<file path="config.mk">
export PLATFORM = sky130hd
export DESIGN_NAME = pgwalk_top
export DESIGN_NICKNAME = d
export VERILOG_FILES = /design/src/rtl/pgwalk_pkg.sv /design/src/rtl/pgwalk_perm.sv /design/src/rtl/pgwalk_fsm.sv /design/src/rtl/pgwalk_top.sv
export SDC_FILE = /design/constraint.sdc
export NUM_CORES = 1
export LEC_CHECK = 0
export BUFFER_PORTS_ARGS = -buffer_cell sky130_fd_sc_hd__buf_2
export CORE_ASPECT_RATIO = 1.5
export CORE_MARGIN = 5
export CORE_UTILIZATION = 45
export DETAILED_ROUTE_END_ITERATION = 16
export GPL_TIMING_DRIVEN = 0
export MAX_ROUTING_LAYER = met4
export PLACE_DENSITY = 0.71
export SLEW_MARGIN = 20
export SYNTH_ARGS = -nofsm -noshare
export SYNTH_HDL_FRONTEND = slang
export SYNTH_SLANG_ARGS = --single-unit
</file>
<file path="constraint.sdc">
create_clock -name clk -period 2.7 [get_ports clk]
set_clock_uncertainty 0.05 [all_clocks]
set_input_delay 0.54 -clock clk [delete_from_list [all_inputs] [get_ports clk]]
set_output_delay 0.54 -clock clk [all_outputs]
set_load 0.01 [all_outputs]
</file>
<file path="src/rtl/pgwalk_pkg.sv">
package pgwalk_pkg;

  typedef enum logic [1:0] {
    FLT_NONE    = 2'b00,
    FLT_NOTPRES = 2'b01,
    FLT_PROT    = 2'b10
  } fault_e;

  typedef enum logic [2:0] {
    ST_IDLE,
    ST_DIR_RD,
    ST_DIR_WT,
    ST_TBL_RD,
    ST_TBL_WT,
    ST_DONE
  } walk_st_e;

  // Entry flag positions shared by both levels
  localparam int unsigned BIT_PRESENT = 0;
  localparam int unsigned BIT_WRITE   = 1;
  localparam int unsigned BIT_USER    = 2;

endpackage

</file>
<file path="src/rtl/pgwalk_perm.sv">
// Decodes one entry and folds its rights into the running AND of the walk.
module pgwalk_perm
  import pgwalk_pkg::*;
#(
  parameter int unsigned ADDR_W = 32,
  parameter int unsigned OFF_W  = 12
) (
  input  logic [ADDR_W-1:0]       entry,
  input  logic                    acc_w_in,
  input  logic                    acc_u_in,
  input  logic                    req_write,
  input  logic                    req_user,
  output logic                    present,
  output logic                    acc_w_out,
  output logic                    acc_u_out,
  output logic                    violation,
  output logic [ADDR_W-OFF_W-1:0] frame
);

  always_comb begin
    present   = entry[BIT_PRESENT];
    acc_w_out = acc_w_in & entry[BIT_WRITE];
    acc_u_out = acc_u_in & entry[BIT_USER];
    violation = (req_write & ~acc_w_out) | (req_user & ~acc_u_out);
    frame     = entry[ADDR_W-1:OFF_W];
  end

endmodule

</file>
<file path="src/rtl/pgwalk_fsm.sv">
// Walk sequencer: one outstanding walk, bypass straight to the response.
module pgwalk_fsm
  import pgwalk_pkg::*;
(
  input  logic     clk,
  input  logic     rst_n,
  input  logic     fire,
  input  logic     paging_en,
  input  logic     mem_rsp_valid,
  input  logic     present,
  output walk_st_e state
);

  walk_st_e state_n;

  always_comb begin
    state_n = state;
    unique case (state)
      ST_IDLE:   if (fire) state_n = paging_en ? ST_DIR_RD : ST_DONE;
      ST_DIR_RD: state_n = ST_DIR_WT;
      ST_DIR_WT: if (mem_rsp_valid) state_n = present ? ST_TBL_RD : ST_DONE;
      ST_TBL_RD: state_n = ST_TBL_WT;
      ST_TBL_WT: if (mem_rsp_valid) state_n = ST_DONE;
      ST_DONE:   state_n = ST_IDLE;
      default:   state_n = ST_IDLE;
    endcase
  end

  always_ff @(posedge clk or negedge rst_n) begin
    if (!rst_n) state <= ST_IDLE;
    else        state <= state_n;
  end

endmodule

</file>
<file path="src/rtl/pgwalk_top.sv">
module pgwalk_top
  import pgwalk_pkg::*;
#(
  parameter int unsigned ADDR_W = 32,
  parameter int unsigned OFF_W  = 12
) (
  input  logic              clk,
  input  logic              rst_n,
  input  logic              paging_en,
  input  logic [ADDR_W-1:0] dir_base,
  input  logic              req_valid,
  output logic              req_ready,
  input  logic [ADDR_W-1:0] req_vaddr,
  input  logic              req_write,
  input  logic              req_user,
  output logic              mem_req_valid,
  output logic [ADDR_W-1:0] mem_req_addr,
  input  logic              mem_rsp_valid,
  input  logic [ADDR_W-1:0] mem_rsp_data,
  output logic              rsp_valid,
  output logic [ADDR_W-1:0] rsp_paddr,
  output logic [1:0]        rsp_fault
);

  localparam int unsigned FRAME_W = ADDR_W - OFF_W;
  localparam int unsigned IDX_W   = FRAME_W / 2;
  localparam int unsigned ENT_LG  = OFF_W - IDX_W;

  walk_st_e state;
  logic fire;
  logic present, acc_w_new, acc_u_new, violation;
  logic acc_w_in, acc_u_in;
  logic [FRAME_W-1:0] ent_frame;

  logic [ADDR_W-1:0]  va_q, va_n;
  logic               wr_q, wr_n, us_q, us_n;
  logic [FRAME_W-1:0] base_q, base_n, tbase_q, tbase_n;
  logic               accw_q, accw_n, accu_q, accu_n;
  logic [ADDR_W-1:0]  pa_q, pa_n;
  fault_e             flt_q, flt_n;
  logic               cap_en, dir_en, tbl_en;

  assign fire = req_valid & req_ready;

  pgwalk_fsm u_fsm (
    .clk           (clk),
    .rst_n         (rst_n),
    .fire          (fire),
    .paging_en     (paging_en),
    .mem_rsp_valid (mem_rsp_valid),
    .present       (present),
    .state         (state)
  );

  // Directory level starts from full rights; table level uses the held AND.
  assign acc_w_in = (state == ST_DIR_WT) ? 1'b1 : accw_q;
  assign acc_u_in = (state == ST_DIR_WT) ? 1'b1 : accu_q;

  pgwalk_perm #(.ADDR_W(ADDR_W), .OFF_W(OFF_W)) u_perm (
    .entry     (mem_rsp_data),
    .acc_w_in  (acc_w_in),
    .acc_u_in  (acc_u_in),
    .req_write (wr_q),
    .req_user  (us_q),
    .present   (present),
    .acc_w_out (acc_w_new),
    .acc_u_out (acc_u_new),
    .violation (violation),
    .frame     (ent_frame)
  );

  assign cap_en = fire;
  assign dir_en = (state == ST_DIR_WT) & mem_rsp_valid;
  assign tbl_en = (state == ST_TBL_WT) & mem_rsp_valid;

  always_comb begin
    va_n    = va_q;
    wr_n    = wr_q;
    us_n    = us_q;
    base_n  = base_q;
    tbase_n = tbase_q;
    accw_n  = accw_q;
    accu_n  = accu_q;
    pa_n    = pa_q;
    flt_n   = flt_q;
    if (cap_en) begin
      va_n   = req_vaddr;
      wr_n   = req_write;
      us_n   = req_user;
      base_n = dir_base[ADDR_W-1:OFF_W];
      pa_n   = req_vaddr;
      flt_n  = FLT_NONE;
    end
    if (dir_en) begin
      if (!present) begin
        pa_n  = '0;
        flt_n = FLT_NOTPRES;
      end else begin
        tbase_n = ent_frame;
        accw_n  = acc_w_new;
        accu_n  = acc_u_new;
      end
    end
    if (tbl_en) begin
      if (!present) begin
        pa_n  = '0;
        flt_n = FLT_NOTPRES;
      end else if (violation) begin
        pa_n  = '0;
        flt_n = FLT_PROT;
      end else begin
        pa_n  = {ent_frame, va_q[OFF_W-1:0]};
        flt_n = FLT_NONE;
      end
    end
  end

  always_ff @(posedge clk or negedge rst_n) begin
    if (!rst_n) begin
      va_q    <= '0;
      wr_q    <= 1'b0;
      us_q    <= 1'b0;
      base_q  <= '0;
      tbase_q <= '0;
      accw_q  <= 1'b0;
      accu_q  <= 1'b0;
      pa_q    <= '0;
      flt_q   <= FLT_NONE;
    end else begin
      va_q    <= va_n;
      wr_q    <= wr_n;
      us_q    <= us_n;
      base_q  <= base_n;
      tbase_q <= tbase_n;
      accw_q  <= accw_n;
      accu_q  <= accu_n;
      pa_q    <= pa_n;
      flt_q   <= flt_n;
    end
  end

  always_comb begin
    req_ready     = (state == ST_IDLE);
    mem_req_valid = (state == ST_DIR_RD) | (state == ST_TBL_RD);
    if (state == ST_TBL_RD)
      mem_req_addr = {tbase_q, va_q[OFF_W+IDX_W-1 -: IDX_W], {ENT_LG{1'b0}}};
    else
      mem_req_addr = {base_q, va_q[ADDR_W-1 -: IDX_W], {ENT_LG{1'b0}}};
    rsp_valid = (state == ST_DONE);
    rsp_paddr = pa_q;
    rsp_fault = flt_q;
  end

endmodule

</file>
==> flow_summary.toml, run 1 <==
[outcome]
status = "completed"

[pwr]
seqPwrFrac_pct = 34.8
power_frac_comb_pct = 38.1
leakagePower_nw = 3.66
power_mw = 8.41
pwr-share-clk_pct = 27.0
powerDensity_nw_per_um2 = 1230
p_int_mw = 5.48
ir_worst_vdd_mv = 0.611
p_sw_mw = 2.93
switching_share_pct = 34.9

[timing]
fin_hold_ws_ns = 0.273
report.final.slew_viol_count = 0
min_period_ns = 2.59
maxSlewHeadroom_pct = 58.8
rsz0062_at_grt = "false"
setup_viol = 0
fmax_mhz = 386
worst_pin_slew_ns = 0.616
fin_crit_sh_pct = 96.0
finalHoldViolations = 0
tns_ns = 0

[placement]
dpl_cell_area_um2 = 6210
dp.cells = 801
gp_congestion = 0.872
hpwl_um = 11200
port_buffers = 147

[clocking]
htreeDepth = 4
cts_buffers = 17
clockRootBuffer = "clkbuf_16"
cts_sinks = 113
path_clk_slew_ns = 0.05
clock_latency_ns = 0.41
cts_tree = "yes"
post_cts_buffers = 0
clockBufferDepth = 2

[yosys]
yosysMostFrequentCell = "nand2_1"
synth_top_area_share_pct = 53.9
syn_area_per_cell_um2 = 10.5
async_flop_share_pct = 100
seq_area_frac_synth_pct = 53.9
synth.largest_area_cell = "dfrtp_1"
syn_area_um2 = 5250
ys_ff_latch = 113
synth_edf_count = 0
synth_warnings = 0
synth.distinct_cells = 33
netlist_instances = 502
synth_commonest_cells = "167 x nand2_1, 113 x dfrtp_1, 53 x mux2_2"
ys.flop_type = "dfrtp_1"
synthTopCellsByArea = "dfrtp_1 54%, nand2_1 12%, mux2_2 11%"

[grt]
grt_usage_pct = 22.5
grt_pass1_vias = 4683
grt-ovfl-total = 0
antenna_found_initial = 0
grt_max_degree = 84
grt_pass1_wl_um = 23600

[routing]
routed_via_density = 5.21
antenna_left = 0
route.met3.wl_um = 719
wl_per_cell_um = 17.9
top_layer = "met4"
wirelength_um = 14900
drtIter0Drc = 196
met2_length_um = 8040
dr.pass1.iters = 5
vias = 4336
drcViolationCount = 0
wl_met1_um = 5630

[run]
cap_violations = 0

[floorplanning]
start_util_pct = 45.7
row_count = 48
die_h_um = 142
io_pins = 172
die_w_um = 98.2
core_um2 = 11500
dieArea_um2 = 14000

[critical_path]
critical_path_arrival_ns = 2.00
cp_max_fo = 10
path_class = "register to output port"
worstPathRequired_ns = 2.11
rr_worst_depth = 5
cp-start-kind = "register"
cp-end-kind = "output port"

[finish]
fin_cells = 833
area_growth_pct = 30.1
fin_nets = 774
nFillCells = 1002
insertedDiodeCount = 0
fin_area_um2 = 6830
layout-drive-gt1-share_pct = 38.8

[min_path]
hold_path_depth = 3
hold_path.class = "input port to register"
[worst max-delay path: stages (launching register included)]
cell,delay [ns]
dfrtp_1,0.40
buf_4,0.18
and2b_1,0.19
nand2_1,0.11
buf_4,0.21
mux2_2,0.35
buf_2,0.15
[registers in the layout, summed over array words and instances (netlist names)]
signal,flops
rsp_fault,2
base_q,20
accu_q,1
va_q,32
u_fsm.state,3
us_q,1
rsp_paddr,32
wr_q,1
tbase_q,20
accw_q,1
[per-stage QoR]
stage,worst slack (ns),util (%)
floorplan,0.724,-
global placement,-0.245,53.8
detailed placement,0.462,54.1
CTS,0.0251,59.5
global route,0.0126,59.5
finish,0.107,59.5
[area by class of cell]
cell class / count / area, um2 / share of cell area (%)
plain buffers: 39 / 275 / 4.03
clock buffers: 21 / 470 / 6.89
clock inverters: 10 / 134 / 1.96
inverters: 4 / 15.0 / 0.220
multi-input cells: 347 / 2140 / 31.3
flip-flops and latches: 113 / 2830 / 41.4
well taps: 150 / 188 / 2.75
repair buffers: 149 / 779 / 11.4
[routing by layer]
metal / GRT usage [%] / vias up
met5: - / -
met4: 9.71 / 0
met3: 5.15 / 34
met2: 39.5 / 150
met1: 24.3 / 2109
li1: - / 2043
[cells by family after synthesis]
family / Yosys count / share of synthesized area [%]
AND/OR/NAND/NOR: 214 / 17.4
flip-flops: 113 / 53.9
multiplexers: 86 / 17.7
AO/OA/AOI/OAI: 45 / 5.58
buffers and inverters: 43 / 5.41
other: 1 / 0.0715
[power groups by stage]
stage	Sequential, mW	Combinational (mW)	Clock (mW)
after global placement	2.90	3.12	0
after CTS	2.93	3.23	2.30
after floorplan	2.92	2.05	0
after global routing	3.02	3.51	2.39
final	2.93	3.21	2.27
after detailed placement	2.94	3.20	0
[path summary, 6_finish.rpt]
check,slack [ns],startpoint,to
setup / recovery,0.11,u_fsm.state[1]$_DFFE_PN0P_,mem_req_addr[31]
hold / removal,0.27,dir_base[23],base_q[11]$_DFFE_PN0N_
setup reg to reg,0.90,u_fsm.state[1]$_DFFE_PN0P_,va_q[2]$_DFFE_PN0N_
hold reg to reg,0.42,base_q[14]$_DFFE_PN0N_,base_q[14]$_DFFE_PN0N_
max in group asynchronous,1.34,rst_n,tbase_q[0]$_DFFE_PN0P_
min in group asynchronous,0.55,rst_n,base_q[4]$_DFFE_PN0N_
[layout by cell type, fill, tap and decap left out, drive strengths merged, types with 4 or more instances in the layout]
cell type,netlist,routed
clkinv,0,5
mux2,53,53
buf,33,181
nand2,167,167
o22ai,32,32
inv,4,4
nand3,33,33
dfrtp,113,113
mux2i,33,33
clkbuf,6,27
[repair_timing]
action / 4_1_cts / 5_1_grt
setup endpoints to repair: 0 / 30
resized for setup: 0 / 3
hold buffers: 1 / 0
endpoints found under the hold margin: 30 / 0
Note: power is estimated with default switching activity, not from simulation.
==> run 2, diff against run 1 <==
==> constraint.sdc (replaced) <==
create_clock -name clk -period 2.7 [get_ports clk]
set_clock_uncertainty 0.05 [all_clocks]
set_input_delay 0.135 -clock clk [delete_from_list [all_inputs] [get_ports clk]]
set_output_delay 0.135 -clock clk [all_outputs]
set_load 0.01 [all_outputs]
==> run 2 against run 1 <==
Global-route usage up 2.4 points. Sequential share of layout area down 4.1 points. Via count increased by 11%. Final area up 11%. First-iteration DRC count rose by 21%. Worst setup slack better by 0.31 ns. Flip-flop and latch count did not move. Largest cell class unchanged. Largest power group unchanged.
==> flow_summary.toml, run 2 (synthesis gave the netlist of run 1 again) <==
[routing]
wl_per_cell_um = 18.2
dr.pass1.iters = 6
vias = 4823
antenna_left = 0
drtIter0Drc = 238
drcViolationCount = 0
routed_via_density = 5.30
wirelength_um = 16600

[floorplanning]
core_um2 = 11500
row_count = 48
start_util_pct = 45.7
io_pins = 172
die_w_um = 98.2
die_h_um = 142
dieArea_um2 = 14000

[critical_path]
cp-start-kind = "register"
cp_max_fo = 10
slowest_delay_ns = 0.37
path_common_cell = "buf_2"
reg2reg_slack_ns = 0.85
path_class = "register to output port"
rr_endpoint = "va_q[2]$_DFFE_PN0N_"
reg2reg_from = "u_fsm.state[2]$_DFFE_PN0P_"
cp-startpoint = "u_fsm.state[2]$_DFFE_PN0P_"
crit_end = "mem_req_addr[11]"
rr_worst_depth = 5
slowest_stage = "dfrtp_1"
critical_path_arrival_ns = 2.10
worstPathRequired_ns = 2.52
path_cells = "buf_2 > and2b_1 > nand2_1 > buf_4 > mux2_2 > buf_2"
cp-end-kind = "output port"

[grt]
grt_pass1_wl_um = 26300
grt-ovfl-total = 0
grt_max_degree = 84
grt_usage_pct = 24.9
grt_pass1_vias = 5224
antenna_found_initial = 0

[timing]
setup_viol = 0
min_period_ns = 2.28
fin_crit_sh_pct = 84.5
worst_pin_slew_ns = 0.635
maxSlewHeadroom_pct = 57.5
fmax_mhz = 438
report.final.slew_viol_count = 0
finalHoldViolations = 0
tns_ns = 0
rsz0062_at_grt = "false"

[pwr]
leakagePower_nw = 3.98
powerDensity_nw_per_um2 = 1130
power_mw = 8.56
ir_worst_vdd_mv = 0.601

[clocking]
cts_buffers = 17
post_cts_buffers = 0
cts_sinks = 113
path_clk_slew_ns = 0.05
cts.repair.resized = 0
cts_tree = "yes"
clockBufferDepth = 2
ctsHoldBuffers = 77
clockRootBuffer = "clkbuf_16"
clock_latency_ns = 0.41
htreeDepth = 4

[outcome]
status = "completed"

[placement]
gp_congestion = 0.872
hpwl_um = 11200
dpl_cell_area_um2 = 6210
port_buffers = 147

[min_path]
hold_start = "mem_rsp_valid"
hold_path.class = "input port to register"

[finish]
utilization_pct = 66.1
layout_common_cells = "167 x nand2_1, 160 x buf_2, 113 x dfrtp_1"
area_growth_pct = 44.6
layout-drive-gt1-share_pct = 34.9
fin_nets = 850
fin_area_um2 = 7580
final_common_cell = "nand2_1"

[run]
cap_violations = 0
run 2: changes by cell type in the layout (fill, tap and decap cells not counted):
cell	previous run	this run
buf_6	12	11
buf_2	159	160
diode_2	0	1
dlygate4sd3_1	1	77
run 2: how the worst min path moves through the flow:
| stage | slack (ns) | endpoint | cells past startpoint |
|---|---|---|---|
| floorplan | -0.21 | accu_q$_DFFE_PN0P_ | 0 |
| global route | 0.09 | u_fsm.state[1]$_DFFE_PN0P_ | 3 |
| CTS | 0.03 | u_fsm.state[0]$_DFFE_PN0P_ | 3 |
| global placement | 0.28 | base_q[12]$_DFFE_PN0N_ | 3 |
| finish | 0.05 | u_fsm.state[0]$_DFFE_PN0P_ | 3 |
| detailed placement | -0.01 | base_q[4]$_DFFE_PN0N_ | 1 |
run 2: routing by layer:
metal / share of wire, % / track usage, % / vias to the layer above
met5: 0 / - / -
met4: 5.8 / 16.9 / 0
met3: 4.8 / 4.41 / 79
met2: 52 / 42.1 / 223
met1: 37 / 26.4 / 2326
li1: - / - / 2195
run 2: cell type report:
cell class              instances  area (um2)
diodes                          1        2.50
plain buffers                  39         269
clock buffers                  21         470
clock inverters                10         134
fillers                       878        3890
inverters                       4        15.0
multi-input cells             347        2140
flip-flops and latches        113        2830
well taps                     150         188
repair buffers                225        1540
run 2: worst max-delay path: cells and delay by family (launching register included):
kind | cells | cell delay [ns]
flip-flops | 1 | 0.37
multiplexers | 1 | 0.37
buffers and inverters | 3 | 0.61
AND/OR/NAND/NOR | 2 | 0.35
run 2: stage by stage:
stage                     setup slack, ns  std cells  hold slack [ns]
after floorplan                      1.11        503           -0.211
after global placement              0.160        800            0.277
after detailed placement            0.867        801          -0.0134
after CTS                           0.430        909           0.0326
after global routing                0.301        909           0.0882
final                               0.418        910           0.0457
run 2: power by group:
| group | total [mW] | switching [mW] | internal [mW] |
|---|---|---|---|
| sequential | 2.94 | 0.449 | 2.49 |
| clock | 2.28 | 0.770 | 1.51 |
| combinational | 3.34 | 1.80 | 1.54 |
| total | 8.56 | 3.02 | 5.54 |
==> run 3, diff against run 2 <==
Clock period 2.7 ns to 2.3 ns, I/O delays scaled along.
==> run 3 against run 2 <==
Global-route usage stayed put. Sequential power rose by 18%. Critical path depth did not move. Non-clock buffer count unchanged. Total power increased by 17%. Utilization is essentially flat. Largest power group unchanged. Hold slack worse by 0.010 ns. Register-to-register slack worse by 0.38 ns. Critical endpoint unchanged. Final area about the same. Die area did not move.
==> flow_summary.toml, run 3 (synthesis gave the netlist of run 1 again) <==
[routing]
antenna_left = 0
drtIter0Drc = 233
routed_via_density = 5.28
wirelength_um = 16500
vias = 4807
dr.pass1.iters = 5
drcViolationCount = 0
wl_per_cell_um = 18.2

[critical_path]
slowest_stage = "dfrtp_1"
reg2reg_slack_ns = 0.47
path_class = "register to output port"
path_common_cell = "buf_4"
crit_family = "buffers and inverters"
worstPathRequired_ns = 2.13
cp-startpoint = "u_fsm.state[2]$_DFFE_PN0P_"
critical_path_buf_inv_count = 3
reg2reg_from = "u_fsm.state[2]$_DFFE_PN0P_"
rr_endpoint = "va_q[2]$_DFFE_PN0N_"
rr_worst_depth = 5
cp_max_fo = 10
crit_end = "mem_req_addr[11]"
critical_path_arrival_ns = 2.03
cp-start-kind = "register"
path_cells = "buf_4 > and2b_1 > nand2_1 > buf_4 > mux2_2 > buf_2"
worst-path-stages = 6
cp-end-kind = "output port"
slowest_delay_ns = 0.38

[grt]
grt_usage_pct = 24.9
grt-ovfl-total = 0
use_met1_pct = 26.4
grt_util_met2_pct = 42.1
grt_max_degree = 84
grt_pass1_wl_um = 26300
met3_usage_pct = 4.41
grt_pass1_vias = 5224
antenna_found_initial = 0
gr-max-usage-layer = "met2"

[finish]
nFillCells = 877
layout-drive-gt1-share_pct = 34.9
fin_cells = 910
fin_nets = 850
layout_common_cells = "167 x nand2_1, 159 x buf_2, 113 x dfrtp_1"
final_common_cell = "nand2_1"
area_growth_pct = 44.6
register_area_um2 = 2830
fin_area_um2 = 7590
utilization_pct = 66.1
multi_input_area_um2 = 2140

[timing]
worst_pin_slew_ns = 0.635
fin_crit_sh_pct = 95.6
setup_viol = 0
fin_hold_ws_ns = 0.0353
fmax_mhz = 455
fin_ws_ns = 0.100
report.final.slew_viol_count = 0
tns_ns = 0
rsz0062_at_grt = "true"
min_period_ns = 2.20
maxSlewHeadroom_pct = 57.5
finalHoldViolations = 0

[clocking]
clockRootBuffer = "clkbuf_16"
cts_buffers = 17
clockBufferDepth = 2
cts_tree = "yes"
path_clk_slew_ns = 0.05
clock_latency_ns = 0.41
htreeDepth = 4
cts_sinks = 113

[floorplanning]
die_h_um = 142
die_w_um = 98.2
dieArea_um2 = 14000
row_count = 48
start_util_pct = 45.7
io_pins = 172
core_um2 = 11500

[outcome]
status = "completed"

[pwr]
leakagePower_nw = 3.98
ir_worst_vdd_mv = 0.704
powerDensity_nw_per_um2 = 1330
power_mw = 10.1

[min_path]
hold_start = "mem_rsp_valid"
hold_path.class = "input port to register"

[placement]
hpwl_um = 11200
dp.cells = 801
gp_congestion = 0.872
dpl_worst_slack_ns = 0.482
port_buffers = 147
dpl_cell_area_um2 = 6210

[run]
cap_violations = 0
## run 3: worst min-delay path by stage
stage                                  to  slack (ns)  cells after the start
2_1_floorplan          accu_q$_DFFE_PN0P_       -0.23                      0
3_3_place_gp       base_q[12]$_DFFE_PN0N_        0.26                      3
3_5_place_dp        base_q[4]$_DFFE_PN0N_       -0.03                      1
4_1_cts        u_fsm.state[0]$_DFFE_PN0P_        0.01                      3
5_1_grt        u_fsm.state[1]$_DFFE_PN0P_        0.07                      3
6_report       u_fsm.state[0]$_DFFE_PN0P_        0.04                      3
## run 3: tightest hold or removal path: cells and delay by family
kind | cells | cell delay, ns
buffers and inverters | 1 | 0.14
AOI/OAI and AO/OA | 1 | 0.10
and+or+nand+nor | 1 | 0.09
## run 3: layout make-up
| class | instances | area share, % |
|---|---|---|
| sequential | 113 | 37.3 |
| multi-input combinational | 347 | 28.2 |
| timing repair buffer | 225 | 20.3 |
| clock buffer | 21 | 6.20 |
| buffer | 39 | 3.58 |
| tap | 150 | 2.47 |
| clock inverter | 10 | 1.76 |
| inverter | 4 | 0.198 |
| antenna | 1 | 0.0330 |
## run 3: layer usage
| layer | share of wire [%] | wire [um] | vias up |
|---|---|---|---|
| met4 | 5.9 | 967 | 0 |
| met5 | 0 | 0 | - |
| met3 | 4.8 | 796 | 81 |
| met1 | 37 | 6110 | 2307 |
| li1 | - | - | 2194 |
| met2 | 52 | 8660 | 225 |
## run 3: where the power goes
group	internal (mW)	leakage [nW]	switching [mW]	total [mW]
registers	2.93	1.41	0.530	3.46
logic	1.81	2.28	2.11	3.92
clock network	1.77	0.295	0.903	2.68
total	6.51	3.98	3.55	10.1
## run 3: timing repair
item,in CTS,in global routing
setup buffers,0,0
endpoints found under the setup margin,0,30
gates resized for setup,0,2
hold endpoints to repair,215,0
hold buffers,77,0
